File: config.mk
export PLATFORM = sky130hd
export DESIGN_NAME = jhd_top
export DESIGN_NICKNAME = d
export VERILOG_FILES = /design/src/rtl/jhd_pkg.sv /design/src/rtl/jhd_decode.sv /design/src/rtl/jhd_hist.sv /design/src/rtl/jhd_graph.sv /design/src/rtl/jhd_lpf.sv /design/src/rtl/jhd_top.sv
export SDC_FILE = /design/constraint.sdc
export NUM_CORES = 1
export LEC_CHECK = 0
export ABC_AREA = 1
export BUFFER_PORTS_ARGS = -buffer_cell sky130_fd_sc_hd__buf_2
export CAP_MARGIN = 20
export CORE_MARGIN = 8
export CORE_UTILIZATION = 57
export DETAILED_ROUTE_END_ITERATION = 7
export PLACE_DENSITY = 0.8
export SETUP_SLACK_MARGIN = 0.3
export SYNTH_ARGS = -nofsm -noshare
export SYNTH_HDL_FRONTEND = slang
export SYNTH_SLANG_ARGS = --single-unit
File: constraint.sdc
create_clock -name clk -period 4.85 [get_ports clk]
set_clock_uncertainty 0.2 [all_clocks]
set_input_delay 0.485 -clock clk [delete_from_list [all_inputs] [get_ports clk]]
set_output_delay 0.485 -clock clk [all_outputs]
set_load 0.005 [all_outputs]
File: src/rtl/jhd_pkg.sv
package jhd_pkg;
   typedef enum logic {
      JH_HIST  = 1'b0,
      JH_GRAPH = 1'b1
   } jh_mode_e;

   function automatic int unsigned jh_bin_bits(input int unsigned side);
      return $clog2(2 * side + 2);
   endfunction
endpackage

File: src/rtl/jhd_decode.sv
module jhd_decode #(
   parameter int unsigned SIDE  = 7,
   parameter int unsigned BIN_W = 4
) (
   input  logic                  clk,
   input  logic                  rst_n,
   input  logic                  in_vld,
   input  logic [2*SIDE:0]       in_bits,
   output logic                  d_vld,
   output logic                  d_legal,
   output logic [BIN_W-1:0]      d_bin,
   output logic                  d_centre
);
   localparam int unsigned N  = 2 * SIDE + 1;
   localparam int unsigned CW = $clog2(N) + 1;

   logic [N-2:0]     edge_v;
   logic [CW-1:0]    n_edges;
   logic             legal;
   logic [BIN_W-1:0] enc;

   genvar g;
   generate
      for (g = 0; g < N - 1; g++) begin : g_xor
         assign edge_v[g] = in_bits[g] ^ in_bits[g+1];
      end
   endgenerate

   always_comb begin
      n_edges = CW'($countones(edge_v));
      legal   = (n_edges == '0) || ((n_edges == CW'(1)) && in_bits[0]);
      enc     = '0;
      for (int i = 0; i < N - 1; i++) begin
         if (edge_v[i]) enc = BIN_W'(i + 1);
      end
      if (n_edges == '0) enc = in_bits[0] ? BIN_W'(N) : '0;
   end

   always_ff @(posedge clk or negedge rst_n) begin
      if (!rst_n) begin
         d_vld    <= 1'b0;
         d_legal  <= 1'b0;
         d_bin    <= '0;
         d_centre <= 1'b0;
      end else begin
         d_vld    <= in_vld;
         d_legal  <= legal;
         d_bin    <= enc;
         d_centre <= in_bits[SIDE];
      end
   end
endmodule

File: src/rtl/jhd_hist.sv
module jhd_hist #(
   parameter int unsigned NBINS = 16,
   parameter int unsigned BIN_W = 4,
   parameter int unsigned CNT_W = 16
) (
   input  logic             clk,
   input  logic             rst_n,
   input  logic             clr,
   input  logic             cnt_en,
   input  logic             s_vld,
   input  logic             s_legal,
   input  logic [BIN_W-1:0] s_bin,
   input  logic [BIN_W-1:0] rd_bin,
   output logic [CNT_W-1:0] rd_cnt,
   output logic [CNT_W-1:0] err_cnt
);
   localparam logic [CNT_W-1:0] CMAX = '1;

   logic [CNT_W-1:0] cnt_q [NBINS];

   genvar b;
   generate
      for (b = 0; b < NBINS; b++) begin : g_bin
         logic hit;
         assign hit = s_vld && s_legal && cnt_en && (s_bin == BIN_W'(b));
         always_ff @(posedge clk or negedge rst_n) begin
            if (!rst_n)                       cnt_q[b] <= '0;
            else if (clr)                     cnt_q[b] <= '0;
            else if (hit && cnt_q[b] != CMAX) cnt_q[b] <= cnt_q[b] + 1'b1;
         end
         p_no_overflow_r5: assert property (@(posedge clk) disable iff (!rst_n)
            (cnt_q[b] == CMAX && !clr) |=> (cnt_q[b] == CMAX));
      end
   endgenerate

   always_ff @(posedge clk or negedge rst_n) begin
      if (!rst_n)                                          err_cnt <= '0;
      else if (clr)                                        err_cnt <= '0;
      else if (s_vld && !s_legal && err_cnt != CMAX)       err_cnt <= err_cnt + 1'b1;
   end

   always_comb begin
      rd_cnt = '0;
      for (int i = 0; i < NBINS; i++) begin
         if (rd_bin == BIN_W'(i)) rd_cnt = cnt_q[i];
      end
   end

   p_err_sat_r3: assert property (@(posedge clk) disable iff (!rst_n)
      (err_cnt == CMAX && !clr) |=> (err_cnt == CMAX));
endmodule

File: src/rtl/jhd_graph.sv
module jhd_graph #(
   parameter int unsigned DEPTH = 64,
   parameter int unsigned BIN_W = 4
) (
   input  logic                     clk,
   input  logic                     rst_n,
   input  logic                     clr,
   input  logic                     cap_en,
   input  logic                     s_vld,
   input  logic                     s_legal,
   input  logic [BIN_W-1:0]         s_bin,
   input  logic [$clog2(DEPTH)-1:0] rd_idx,
   output logic [BIN_W-1:0]         rd_bin,
   output logic                     done
);
   localparam int unsigned IDX_W = $clog2(DEPTH);

   logic [BIN_W-1:0] mem_q [DEPTH];
   logic [IDX_W-1:0] ptr_q;
   logic             wr;

   assign wr = s_vld && s_legal && cap_en && !done && !clr;

   always_ff @(posedge clk) begin
      if (wr) mem_q[ptr_q] <= s_bin;
   end

   always_ff @(posedge clk or negedge rst_n) begin
      if (!rst_n) begin
         ptr_q <= '0;
         done  <= 1'b0;
      end else if (clr) begin
         ptr_q <= '0;
         done  <= 1'b0;
      end else if (wr) begin
         if (ptr_q == IDX_W'(DEPTH - 1)) done  <= 1'b1;
         else                            ptr_q <= ptr_q + 1'b1;
      end
   end

   assign rd_bin = mem_q[rd_idx];

   p_done_hold_r7: assert property (@(posedge clk) disable iff (!rst_n)
      (done && !clr) |=> done);
   p_ptr_freeze_r7: assert property (@(posedge clk) disable iff (!rst_n)
      (done && !clr) |=> $stable(ptr_q));
endmodule

File: src/rtl/jhd_lpf.sv
module jhd_lpf #(
   parameter int unsigned THRESH = 8,
   parameter int unsigned REF_W  = 8
) (
   input  logic             clk,
   input  logic             rst_n,
   input  logic             clr,
   input  logic             s_vld,
   input  logic             s_up,
   output logic             up_pulse,
   output logic             dn_pulse,
   output logic [REF_W-1:0] ref_pos
);
   localparam int unsigned ACC_W = $clog2(THRESH) + 2;
   localparam logic [ACC_W-1:0] POS = ACC_W'(THRESH);
   localparam logic [ACC_W-1:0] NEG = '0 - POS;
   localparam logic [REF_W-1:0] MID = REF_W'(1) << (REF_W - 1);
   localparam logic [REF_W-1:0] RMAX = '1;

   logic [ACC_W-1:0] acc_q, acc_nx;
   logic             hit_pos, hit_neg;

   always_comb begin
      acc_nx  = s_up ? acc_q + 1'b1 : acc_q - 1'b1;
      hit_pos = s_vld && (acc_nx == POS);
      hit_neg = s_vld && (acc_nx == NEG);
   end

   always_ff @(posedge clk or negedge rst_n) begin
      if (!rst_n) begin
         acc_q    <= '0;
         up_pulse <= 1'b0;
         dn_pulse <= 1'b0;
         ref_pos  <= MID;
      end else if (clr) begin
         acc_q    <= '0;
         up_pulse <= 1'b0;
         dn_pulse <= 1'b0;
         ref_pos  <= MID;
      end else begin
         up_pulse <= hit_pos;
         dn_pulse <= hit_neg;
         if (hit_pos || hit_neg) acc_q <= '0;
         else if (s_vld)         acc_q <= acc_nx;
         if (hit_pos && ref_pos != RMAX) ref_pos <= ref_pos + 1'b1;
         if (hit_neg && ref_pos != '0)   ref_pos <= ref_pos - 1'b1;
      end
   end

   p_pulse_excl_r8: assert property (@(posedge clk) disable iff (!rst_n)
      !(up_pulse && dn_pulse));
   p_ref_step_r9: assert property (@(posedge clk) disable iff (!rst_n)
      (!up_pulse && !dn_pulse && !$past(clr)) |-> $stable(ref_pos));
endmodule

File: src/rtl/jhd_top.sv
module jhd_top #(
   parameter int unsigned SIDE        = 7,
   parameter int unsigned CNT_W       = 16,
   parameter int unsigned GRAPH_DEPTH = 64,
   parameter int unsigned LPF_THRESH  = 8,
   parameter int unsigned REF_W       = 8,
   localparam int unsigned SMP_N      = 2 * SIDE + 1,
   localparam int unsigned NBINS      = SMP_N + 1,
   localparam int unsigned BIN_W      = jhd_pkg::jh_bin_bits(SIDE),
   localparam int unsigned IDX_W      = $clog2(GRAPH_DEPTH)
) (
   input  logic             clk,
   input  logic             rst_n,
   input  logic             smp_vld,
   input  logic [SMP_N-1:0] smp_bits,
   input  logic             mode_graph,
   input  logic             clr,
   input  logic [BIN_W-1:0] hist_rd_bin,
   output logic [CNT_W-1:0] hist_rd_cnt,
   output logic [CNT_W-1:0] err_cnt,
   input  logic [IDX_W-1:0] graph_rd_idx,
   output logic [BIN_W-1:0] graph_rd_bin,
   output logic             graph_done,
   output logic             lpf_up_pulse,
   output logic             lpf_dn_pulse,
   output logic [REF_W-1:0] ref_pos
);
   import jhd_pkg::*;

   generate
      if (SIDE < 1)        begin : g_bad_side  $error("SIDE must be at least 1");        end
      if (GRAPH_DEPTH < 2) begin : g_bad_depth $error("GRAPH_DEPTH must be at least 2"); end
      if (LPF_THRESH < 2)  begin : g_bad_thr   $error("LPF_THRESH must be at least 2");  end
      if (REF_W < 2)       begin : g_bad_ref   $error("REF_W must be at least 2");       end
   endgenerate

   jh_mode_e         mode;
   logic             d_vld, d_legal, d_centre;
   logic [BIN_W-1:0] d_bin;

   assign mode = jh_mode_e'(mode_graph);

   jhd_decode #(.SIDE(SIDE), .BIN_W(BIN_W)) u_dec (
      .clk(clk), .rst_n(rst_n), .in_vld(smp_vld && !clr), .in_bits(smp_bits),
      .d_vld(d_vld), .d_legal(d_legal), .d_bin(d_bin), .d_centre(d_centre));

   jhd_hist #(.NBINS(NBINS), .BIN_W(BIN_W), .CNT_W(CNT_W)) u_hist (
      .clk(clk), .rst_n(rst_n), .clr(clr), .cnt_en(mode == JH_HIST),
      .s_vld(d_vld), .s_legal(d_legal), .s_bin(d_bin),
      .rd_bin(hist_rd_bin), .rd_cnt(hist_rd_cnt), .err_cnt(err_cnt));

   jhd_graph #(.DEPTH(GRAPH_DEPTH), .BIN_W(BIN_W)) u_graph (
      .clk(clk), .rst_n(rst_n), .clr(clr), .cap_en(mode == JH_GRAPH),
      .s_vld(d_vld), .s_legal(d_legal), .s_bin(d_bin),
      .rd_idx(graph_rd_idx), .rd_bin(graph_rd_bin), .done(graph_done));

   jhd_lpf #(.THRESH(LPF_THRESH), .REF_W(REF_W)) u_lpf (
      .clk(clk), .rst_n(rst_n), .clr(clr), .s_vld(d_vld), .s_up(d_centre),
      .up_pulse(lpf_up_pulse), .dn_pulse(lpf_dn_pulse), .ref_pos(ref_pos));
endmodule

==> After elaboration in Yosys (flattened, before gate mapping) <==
Memories as Yosys holds them, arrays and structs flattened.
Index checks and enable logic that the tools add are counted.
{ "classes": {"addsub": 35, "n_eq_ne": 53, "mux": 83, "bitwise_logic": 15, "reduce_logical": 77} }
{ "op_table": {"columns": ["op", "count"], "rows": [
  ["2-to-1 mux 16 bit", 50],
  ["adder 16 x 1 -> 16 bit, second input constant", 17],
  ["!= test 16 bit, second input constant", 17],
  ["== test 4 bit, second input constant", 16],
  ["2-to-1 mux 4 bit", 15],
  ["logical AND 1 bit", 45],
  ["nonzero test 2 bit", 19],
  ["== test 4 x 3 -> 1 bit, second input constant", 8],
  ["adder 5 bit", 6],
  ["2-to-1 mux 8 bit", 3],
  ["2-to-1 mux 5 bit", 4],
  ["2-to-1 mux 6 bit", 3],
  ["== test 4 x 2 -> 1 bit, second input constant", 4],
  ["adder 1 x 1 -> 2 bit", 7],
  ["bitwise XOR 1 bit", 14],
  ["adder 8 x 1 -> 8 bit, second input constant", 1],
  ["== test 4 x 1 -> 1 bit, second input constant", 2],
  ["zero test 4 bit", 2],
  ["2-to-1 mux 1 bit", 8],
  ["!= test 8 bit, second input constant", 1],
  ["nonzero test 8 bit", 1],
  ["subtractor 8 x 1 -> 8 bit, second input constant", 1],
  ["adder 6 x 1 -> 6 bit, second input constant", 1],
  ["== test 6 bit, second input constant", 1],
  ["other kinds (12)", 17]
]} }
{ "totals": {"register_bits": 301, "mem_bits_rw": 256, "input_bits": 30, "out_inout_bits": 47, "memories": 1} }
{ "memory_table": {"columns": ["memory", "depth", "width", "rd", "rd_ports_with_merged_regs", "write_ports", "line_no", "rtl"], "rows": [
  ["u_graph.mem_q", 64, 4, 1, 0, 1, "jhd_graph.sv:18", "logic [BIN_W-1:0] mem_q [DEPTH];"]
]} }

==> Longest topological paths before layout <==
Gate-level depths: netlist of the first run.
{ "logic_depth": {"word_depth": 17, "ltp_mapped": 20, "ltp_nobuf": 20} }

==> By module <==
From an unflattened synthesis of the first run, not the netlist that was laid out.
{ "unflattened": {"hier_cells": 3646, "hier_area_um2": 29965.0} }
{ "modules_own_cells": {"columns": ["module", "n_inst", "cells_each", "area_per_inst_um2", "seq_area_each_um2"], "rows": [
  ["jhd_hist", 1, 2406, 16847.4, 6806.5],
  ["jhd_graph", 1, 986, 11096.9, 7862.5],
  ["jhd_lpf", 1, 148, 1219.9, 376.6],
  ["jhd_decode", 1, 103, 787.0, 175.2],
  ["jhd_top", 1, 3, 13.8, 0.0]
]} }

==> Least setup slack after synthesis of the first run <==
No wires, ideal clock.
{ "synth_timing": {"kind": "input -> register", "start": "input port smp_bits[12]", "end": "register u_dec.d_bin[2]", "arrival_time_ps": 3999, "required_ps": 4513, "setup_slack_ps": 514, "cell_stages": 16, "path_buffers": 0, "cell_sequence": "xnor2_1 > inv_1 > ha_1 > inv_1 > fa_1 > fa_1 > fa_1 > inv_1 > ha_1 > fa_1 > nor4_1 > inv_1 > nor3_1 > inv_1 > nor2_1 > a21oi_1"} }
{ "synth_via": {"elab_chain_len": 7, "elab_cells_between_ends": 12} }
{ "synth_rtl": {"columns": ["element", "line_no", "rtl"], "rows": [
  ["start: declaration", "jhd_top.sv:15", "input logic [SMP_N-1:0] smp_bits,"],
  ["bitwise XOR 1 bit", "jhd_decode.sv:25", "assign edge_v[g] = in_bits[g] ^ in_bits[g+1];"],
  ["adder 1 x 1 -> 2 bit (not written as such)", "jhd_decode.sv:30", "n_edges = CW'($countones(edge_v));"],
  ["adder 5 bit (not written as such) (3 in series)", "jhd_decode.sv:30", null],
  ["zero test 5 bit", "jhd_decode.sv:36", "if (n_edges == '0) enc = in_bits[0] ? BIN_W'(N) : '0;"],
  ["2-to-1 mux 4 bit *", "jhd_decode.sv:36", null],
  ["named net u_dec.enc[2]", "jhd_decode.sv:20", "logic [BIN_W-1:0] enc;"],
  ["end signal: assignment", "jhd_decode.sv:48", "d_bin <= enc;"],
  ["end: declaration", "jhd_decode.sv:11", "output logic [BIN_W-1:0] d_bin,"]
]} }
The timed path passes the listed nets; every way through them passes the cells marked *.
A chain may end at the register's enable or synchronous reset.

==> Worst setup path in the final report of the first run <==
{ "layout_timing": {"start": "input port smp_bits[7]", "end": "register u_dec.d_bin[0]"} }
{ "layout_via": {"elab_chain_len": 10, "elab_cells_between_ends": 16} }
{ "layout_rtl": {"columns": ["element", "line_no"], "rows": [
  ["parallel branches: the longest is 9 deep, another holds adder 5 bit", null],
  ["2-to-1 mux 4 bit *", "jhd_decode.sv:36"],
  ["named net u_dec.enc[0]", "jhd_decode.sv:20"]
]} }
Mark *: on every way through the listed nets, which the timed path passes.

==> impl_results.md, run 1 <==
* Status: finished with violations
* First-pass GRT wire length at around 130000 µm
* Final Setup Violations at 0
* Slowest stage delay, CP at approximately 550 ps
* Switch share at between 20% and 30%
* Synthesized netlist cell count at around 3700
* Clk sink count at between 500 and 600
* Endpoints failing hold at 0
* RSZ-0062 raised after global routing: no
* Horiz. Die Dim at about 250 µm
* Post-synth cell types at 60
* I/O pin cnt at 77
* # diodes at 0
* Worst hold margin at 67.9 ps
* Port buffer count at 76
* # fillers at around 4300
* Post-synth top flop: dfrtp_1
* P_int at roughly 8500 µW
* CP Data Required Time at a little over 5000 ps
* Syn_nets at 3757
* Power density cells at 343 nW/µm²
* Synth top area share at 25.3%
* Core area at 52700 µm²
* Hold crit path type: input port to flop
* ANT nets after route at 0
* Maxcap violations at 0
* Pin count of the biggest net entering global routing at 113
* Combinational power share at 11.6%
* Kind of end point of the critical path: flop
* Initial DRC count at ~3100
* Core Rows at 84
* Latest clock arrival within the worst-skew pair at between 600 and 700 ps
* Setup CP Type: input port to flop
* Peak supply drop at between 0.2 and 0.3 mV
* Post-route DRC at 1
* Clock power share at between 40% and 50%
* Commonest non-fill, non-tap cell in the layout: nand2_1
* Critical Path, Cell by Cell: dlygate4sd3_1 -> buf_6 -> xnor2_4 -> inv_2 -> ha_4 -> inv_1 -> fa_1 -> inv_1 -> fa_2 -> inv_2 -> fa_1 -> inv_1 -> ha_2 -> fa_2 -> nor4_4 -> inv_2 -> nor3_4 -> buf_4 -> nor2_1 -> nand2_1 -> o21ai_1
* Met2 global-route usage at between 40% and 50%
* Final period utilization at 91.3%
* Sequential Power Share at 45.6%
* Max clock buf depth at 3
* Worst Max-Slew Pin Slew at around 1100 ps
* Chip height at ~250 µm
* Layout Nets at approximately 3800
* Worst Path Arrival at 4740 ps
* Post-synth ARST share at a little over half
* Root buffer cell: clkbuf_16
* Routability cong. at roughly 0.94
* Net Switching at between 2000 and 3000 µW
* Max Clk Rate at around 230 MHz
* Total GRT Usage at around a quarter
* Area Growth Syn to Fin at 10.9%
* Min Tclk post-route at ~4400 ps
* Setup TNS at 0 ps
* Failing checks: DRC
* Startpoint Class: input port
* CP Max Fanout at 3
* Count of pins over their slew limit at 0
* CTS tree: built
* Post-synthesis sequential area ratio at about half
* Largest cells by area after synthesis: edfxtp_1 (25%), dfrtp_1 (25%), nand2_1 (7.9%)
* DIE AREA at approximately 60000 µm²
* Slew margin rel. at 29.7%
* Met1 Usage GRT at a little over a third
* CTS clk-pin slew, worst paths at roughly 70 ps
* Post-synth EDFFs at approximately 260
* GRT busiest layer: met2
* Cell taking the most area after synthesis: edfxtp_1
* Vias post-DR at 26500
* Total clock buffers created by CTS at 60
* Vias in the first global route at 24900
* Initial Utilization at approximately 58%
* Layout cell share with drive strength beyond 1 at approximately 8.7%
* Post-DP HPWL at roughly 55000 µm
* Post-layout util at 64.0%
* Yosys warns at 0
* DR vias/cell at 5.93
* Leak pwr at 0.0128 µW
* Met3 usage at under 10%
* Syn Std Cell Area at just over 30000 µm²
* Most frequent cells in the layout: nand2_1 (638), nor2_1 (547), inv_1 (383)
* Mean Syn Cell Area at between 8 and 9 µm²
* GRT overflow at 0
* Setup Buffers After CTS at 0
* Slowest cell on the critical path: dlygate4sd3_1
* CTS HTree Levels at 2
* Routed wire length at 80900 µm
* Avg WL per Cell at ~18 µm
* Initial antenna violation count at 0
* Pre-antenna DRT Iters at 8
* Number of synthesized register bits at between 500 and 600
-- worst max-delay path, delay by kind of cell --
| kind | cells | cell delay, ps |
|---|---|---|
| compound gates | 1 | 70 |
| buf+inv | 9 | 1230 |
| simple gates | 4 | 610 |
| fa+ha+maj | 6 | 2160 |
| xor+xnor | 1 | 190 |
-- repair_timing --
item                       CTS  global route
hold buffers                 4             0
gates resized for setup      0            19
setup endpoints to repair    0             4
hold endpoints to repair   106             0
-- metrics by stage --
step	worst slack (ps)	power, µW	cell area [µm²]	instances
after floorplan	514	6060	30400	3678
after global routing	235	11900	33700	4467
after CTS	362	11400	33600	4466
after detailed placement	198	6540	31400	4348
final	424	11500	33700	4467
after global placement	180	6520	31400	4348
-- kinds of logic (layout without fill, tap and decap cells) --
group,after synthesis,count (layout),synth area share (%)
simple gates,1837,1837,27.2
fa+ha+maj,49,49,2.31
flops,557,557,50.1
compound gates,628,628,11.4
xor+xnor,84,84,2.42
buf+inv,523,624,6.59
-- layout make-up --
| cell class | count | area [µm²] | share of cell area [%] |
|---|---|---|---|
| clock buffer | 77 | 1660 | 4.91 |
| clock inverter | 37 | 499 | 1.48 |
| inverter | 402 | 1520 | 4.51 |
| multi-input combinational | 2598 | 13200 | 39.3 |
| sequential | 557 | 15200 | 45.2 |
| tap | 688 | 861 | 2.56 |
| timing repair buffer | 108 | 677 | 2.01 |
-- Yosys cell counts, types with 6 or more instances --
cell type  count
nor2_4         7
ha_1          37
nor3_2        23
nor3_1       129
xnor2_1       28
inv_1        387
o31ai_1       31
edfxtp_1     256
or2_2          7
dfrtp_1      300
o21ai_0      343
o211ai_1      16
nor2_2        14
inv_2         11
fa_1          12
nor2_1       549
nand3_1      278
nand2_1      638
a21oi_1      129
clkbuf_1      97
xor2_1        56
buf_1          7
nand2_4        6
o22ai_1       68
buf_2         12
nor4_1        46
nand2_2       12
a211oi_1      10
nand4_1      106
a31oi_1        8
-- power by group through the flow --
stage                     Combinational [µW]  Clock, µW  Sequential (µW)
after global routing                    1490       5180             5270
after detailed placement                1190          0             5360
after floorplan                          630          0             5430
after CTS                               1200       4980             5260
after global placement                  1160          0             5350
final                                   1340       4930             5260
-- metal layers --
metal  vias to the layer above  routed length [µm]
met3                       197                6760
met5                         -                   0
met2                      1235               37900
li1                      12600                   -
met1                     12400               33600
met4                         0                2590
-- worst paths after layout --
| check | from | endpoint | slack, ps | cells after the start |
|---|---|---|---|---|
| min reg2reg | u_lpf.acc_q[3]$_DFFE_PN0P_ | u_lpf.acc_q[3]$_DFFE_PN0P_ | 320 | 2 |
| max reg2reg | u_dec.d_vld$_DFF_PN0_ | u_graph.mem_q[4][1]$_DFFE_PP_ | 1350 | 6 |
| max in group asynchronous | rst_n | u_hist.cnt_q[58]$_DFFE_PN0P_ | 2940 | 3 |
| max | smp_bits[7] | u_dec.d_bin[0]$_DFF_PN0_ | 420 | 21 |
| min | smp_bits[11] | u_dec.d_bin[1]$_DFF_PN0_ | 70 | 4 |
| min in group asynchronous | rst_n | u_dec.d_centre$_DFF_PN0_ | 310 | 2 |
-- registers in the layout, indices dropped and copies added (netlist names), 4 cells and up --
| name | cells |
|---|---|
| u_lpf.ref_pos | 8 |
| u_graph.ptr_q | 6 |
| u_lpf.acc_q | 5 |
| u_hist.err_cnt | 16 |
| u_graph.mem_q | 256 |
| u_hist.cnt_q | 256 |
| u_dec.d_bin | 4 |
No activity file was read; power rests on OpenSTA's default activity.
==> inputs of run 2 (changes only) <==
--- a/config.mk
+++ b/config.mk
@@ -10,8 +10,10 @@
 export CAP_MARGIN = 20
 export CORE_MARGIN = 8
 export CORE_UTILIZATION = 57
+export CTS_CLUSTER_SIZE = 30
 export DETAILED_ROUTE_END_ITERATION = 7
 export PLACE_DENSITY = 0.8
+export REMOVE_ABC_BUFFERS = 1
 export SETUP_SLACK_MARGIN = 0.3
 export SYNTH_ARGS = -nofsm -noshare
 export SYNTH_HDL_FRONTEND = slang
==> impl_results.md, run 2 (synthesis gave the netlist of run 1 again) <==
* Status: finished clean (was finished with violations)
* Routability cong. at 0.988 (was 0.938)
* Initial antenna violation count at 3 (was 0)
* Core Rows at 84 (unchanged)
* Area Growth Syn to Fin at 10.5% (was 10.9%)
* Avg WL per Cell at 17.8 µm (was 18.1 µm)
* Total power at 11200 µW (was 11500 µW)
* RR Endpoint: u_graph.mem_q[60][2]$_DFFE_PP_ (was u_graph.mem_q[4][1]$_DFFE_PP_)
* CTS HTree Levels at 2 (unchanged)
* Worst Path Arrival at 4660 ps (was 4740 ps)
* DR vias/cell at 5.91 (was 5.93)
* Port buffer count at 76 (unchanged)
* Count of pins over their slew limit at 0 (unchanged)
* CTS clk-pin slew, worst paths at 60 ps (was 70 ps)
* Kind of end point of the critical path: flop (unchanged)
* Most frequent cells in the layout: nand2_1 (638), nor2_1 (547), inv_1 (386) (was nand2_1 (638), nor2_1 (547), inv_1 (383))
* Hold crit path type: input port to flop (unchanged)
* Commonest non-fill, non-tap cell in the layout: nand2_1 (unchanged)
* Vias post-DR at 26400 (was 26500)
* Setup crit start: smp_bits[0] (was smp_bits[7])
* GRT overflow at 0 (unchanged)
* Leak pwr at 0.0127 µW (was 0.0128 µW)
* Root buffer cell: clkbuf_16 (unchanged)
* Clk sink count at 557 (unchanged)
* First-pass GRT wire length at 129000 µm (was 131000 µm)
* Reg2reg path depth at 6 (unchanged)
* Final Setup Violations at 0 (unchanged)
* Reg-to-reg critical path startpoint: u_dec.d_vld$_DFF_PN0_ (unchanged)
* Peak supply drop at 0.296 mV (was 0.286 mV)
* Min Tclk post-route at 4330 ps (was 4430 ps)
* RSZ-0062 raised after global routing: no (unchanged)
* CTS tree: built (unchanged)
* Power density cells at 333 nW/µm² (was 343 nW/µm²)
* DIE AREA at 60900 µm² (unchanged)
* Setup CP Type: input port to flop (unchanged)
* Routed wire length at 79600 µm (was 80900 µm)
* Worst Max-Slew Pin Slew at 1090 ps (was 1050 ps)
* Total GRT Usage at 25.8% (was 26.2%)
* Hold Path Origin: smp_bits[11] (unchanged)
* Total clock buffers created by CTS at 57 (was 60)
* Vias in the first global route at 25100 (was 24900)
* Max clock buf depth at 3 (unchanged)
* Post-DP HPWL at 54400 µm (was 54900 µm)
* Horiz. Die Dim at 247 µm (unchanged)
* CP Data Required Time at 5180 ps (was 5160 ps)
* Endpoints failing hold at 0 (unchanged)
* Final period utilization at 89.3% (was 91.3%)
* Pre-antenna DRT Iters at 6 (was 8)
* Pin count of the biggest net entering global routing at 120 (was 113)
* I/O pin cnt at 77 (unchanged)
* Slew margin rel. at 26.9% (was 29.7%)
* Initial Utilization at 57.7% (unchanged)
* Chip height at 247 µm (unchanged)
* Setup TNS at 0 ps (unchanged)
* FF-to-FF setup slack at 1190 ps (was 1350 ps)
* Core area at 52700 µm² (unchanged)
* ANT nets after route at 0 (unchanged)
* Layout Nets at 3808 (was 3806)
* Layout cell share with drive strength beyond 1 at 8.29% (was 8.65%)
* Post-route DRC at 0 (was 1)
* Maxcap violations at 0 (unchanged)
* CP Max Fanout at 3 (unchanged)
* Largest regs: u_graph.mem_q (256), u_hist.cnt_q (256), u_hist.err_cnt (16) (unchanged)
* Latest clock arrival within the worst-skew pair at 640 ps (was 630 ps)
* Initial DRC count at 2734 (was 3098)
* Setup crit end: u_dec.d_bin[2]$_DFF_PN0_ (was u_dec.d_bin[0]$_DFF_PN0_)
* Startpoint Class: input port (unchanged)
* Max Clk Rate at 231 MHz (was 226 MHz)
-- run 2: where the power goes --
part	leakage [µW]	internal [µW]	total, µW	switching [µW]
logic	0.00549	364	1270	902
registers	0.00626	5200	5250	57.9
clock network	0.000990	2730	4650	1910
total	0.0127	8290	11200	2870
-- run 2: timing repair --
| action | 4_1_cts | 5_1_grt |
|---|---|---|
| resized for setup | 0 | 7 |
| buffers inserted | 0 | 1 |
| hold endpoints to repair | 120 | 0 |
| hold buffers | 4 | 0 |
| setup endpoints to repair | 0 | 4 |
-- run 2: worst min-delay path by stage --
stage / end / depth (start not counted)
floorplan: u_dec.d_bin[0]$_DFF_PN0_ / 0
global placement: u_lpf.acc_q[3]$_DFFE_PN0P_ / 2
detailed placement: u_lpf.acc_q[3]$_DFFE_PN0P_ / 2
CTS: u_dec.d_bin[1]$_DFF_PN0_ / 4
global route: u_dec.d_bin[1]$_DFF_PN0_ / 4
finish: u_dec.d_bin[1]$_DFF_PN0_ / 4
-- run 2: cell type report --
cell class	count	area, µm²
Timing Repair Buffer	113	754
Sequential cell	557	15200
Tap cell	688	861
Clock buffer	79	1630
Inverter	402	1520
Clock inverter	26	384
Multi-Input combinational cell	2598	13200
Antenna cell	2	5.00
Fill cell	4352	19100
-- run 2: critical path, stage by stage --
cell and delay [ps]:
dlygate4sd3_1 540, buf_4 160, xor2_2 150, ha_1 190, inv_1 60, fa_1 430
fa_1 510, fa_1 550, inv_1 50, ha_2 190, fa_2 420, nor4_2 260
inv_1 90, nor3_2 200, buf_4 140, nor4_1 40, a21oi_1 180
-- run 2: routing by layer --
metal	vias up	wire [µm]	GRT usage, %
met3	220	6230	3.39
met1	12400	33400	35.0
met4	2	3410	11.7
met5	-	10	0
li1	12600	-	-
met2	1162	36600	41.3
-- run 2: stage by stage --
stage               std cells  setup slack [ps]  utilization [%]  hold WS [ps]  cell area [µm²]
floorplan                3557               514                -         -10.6            29900
global route             4465               287             63.7           117            33600
CTS                      4460               438             63.6          49.2            33500
detailed placement       4351              70.8             59.7           298            31400
finish                   4465               521             63.7          87.9            33600
global placement         4351               175             59.7           281            31400
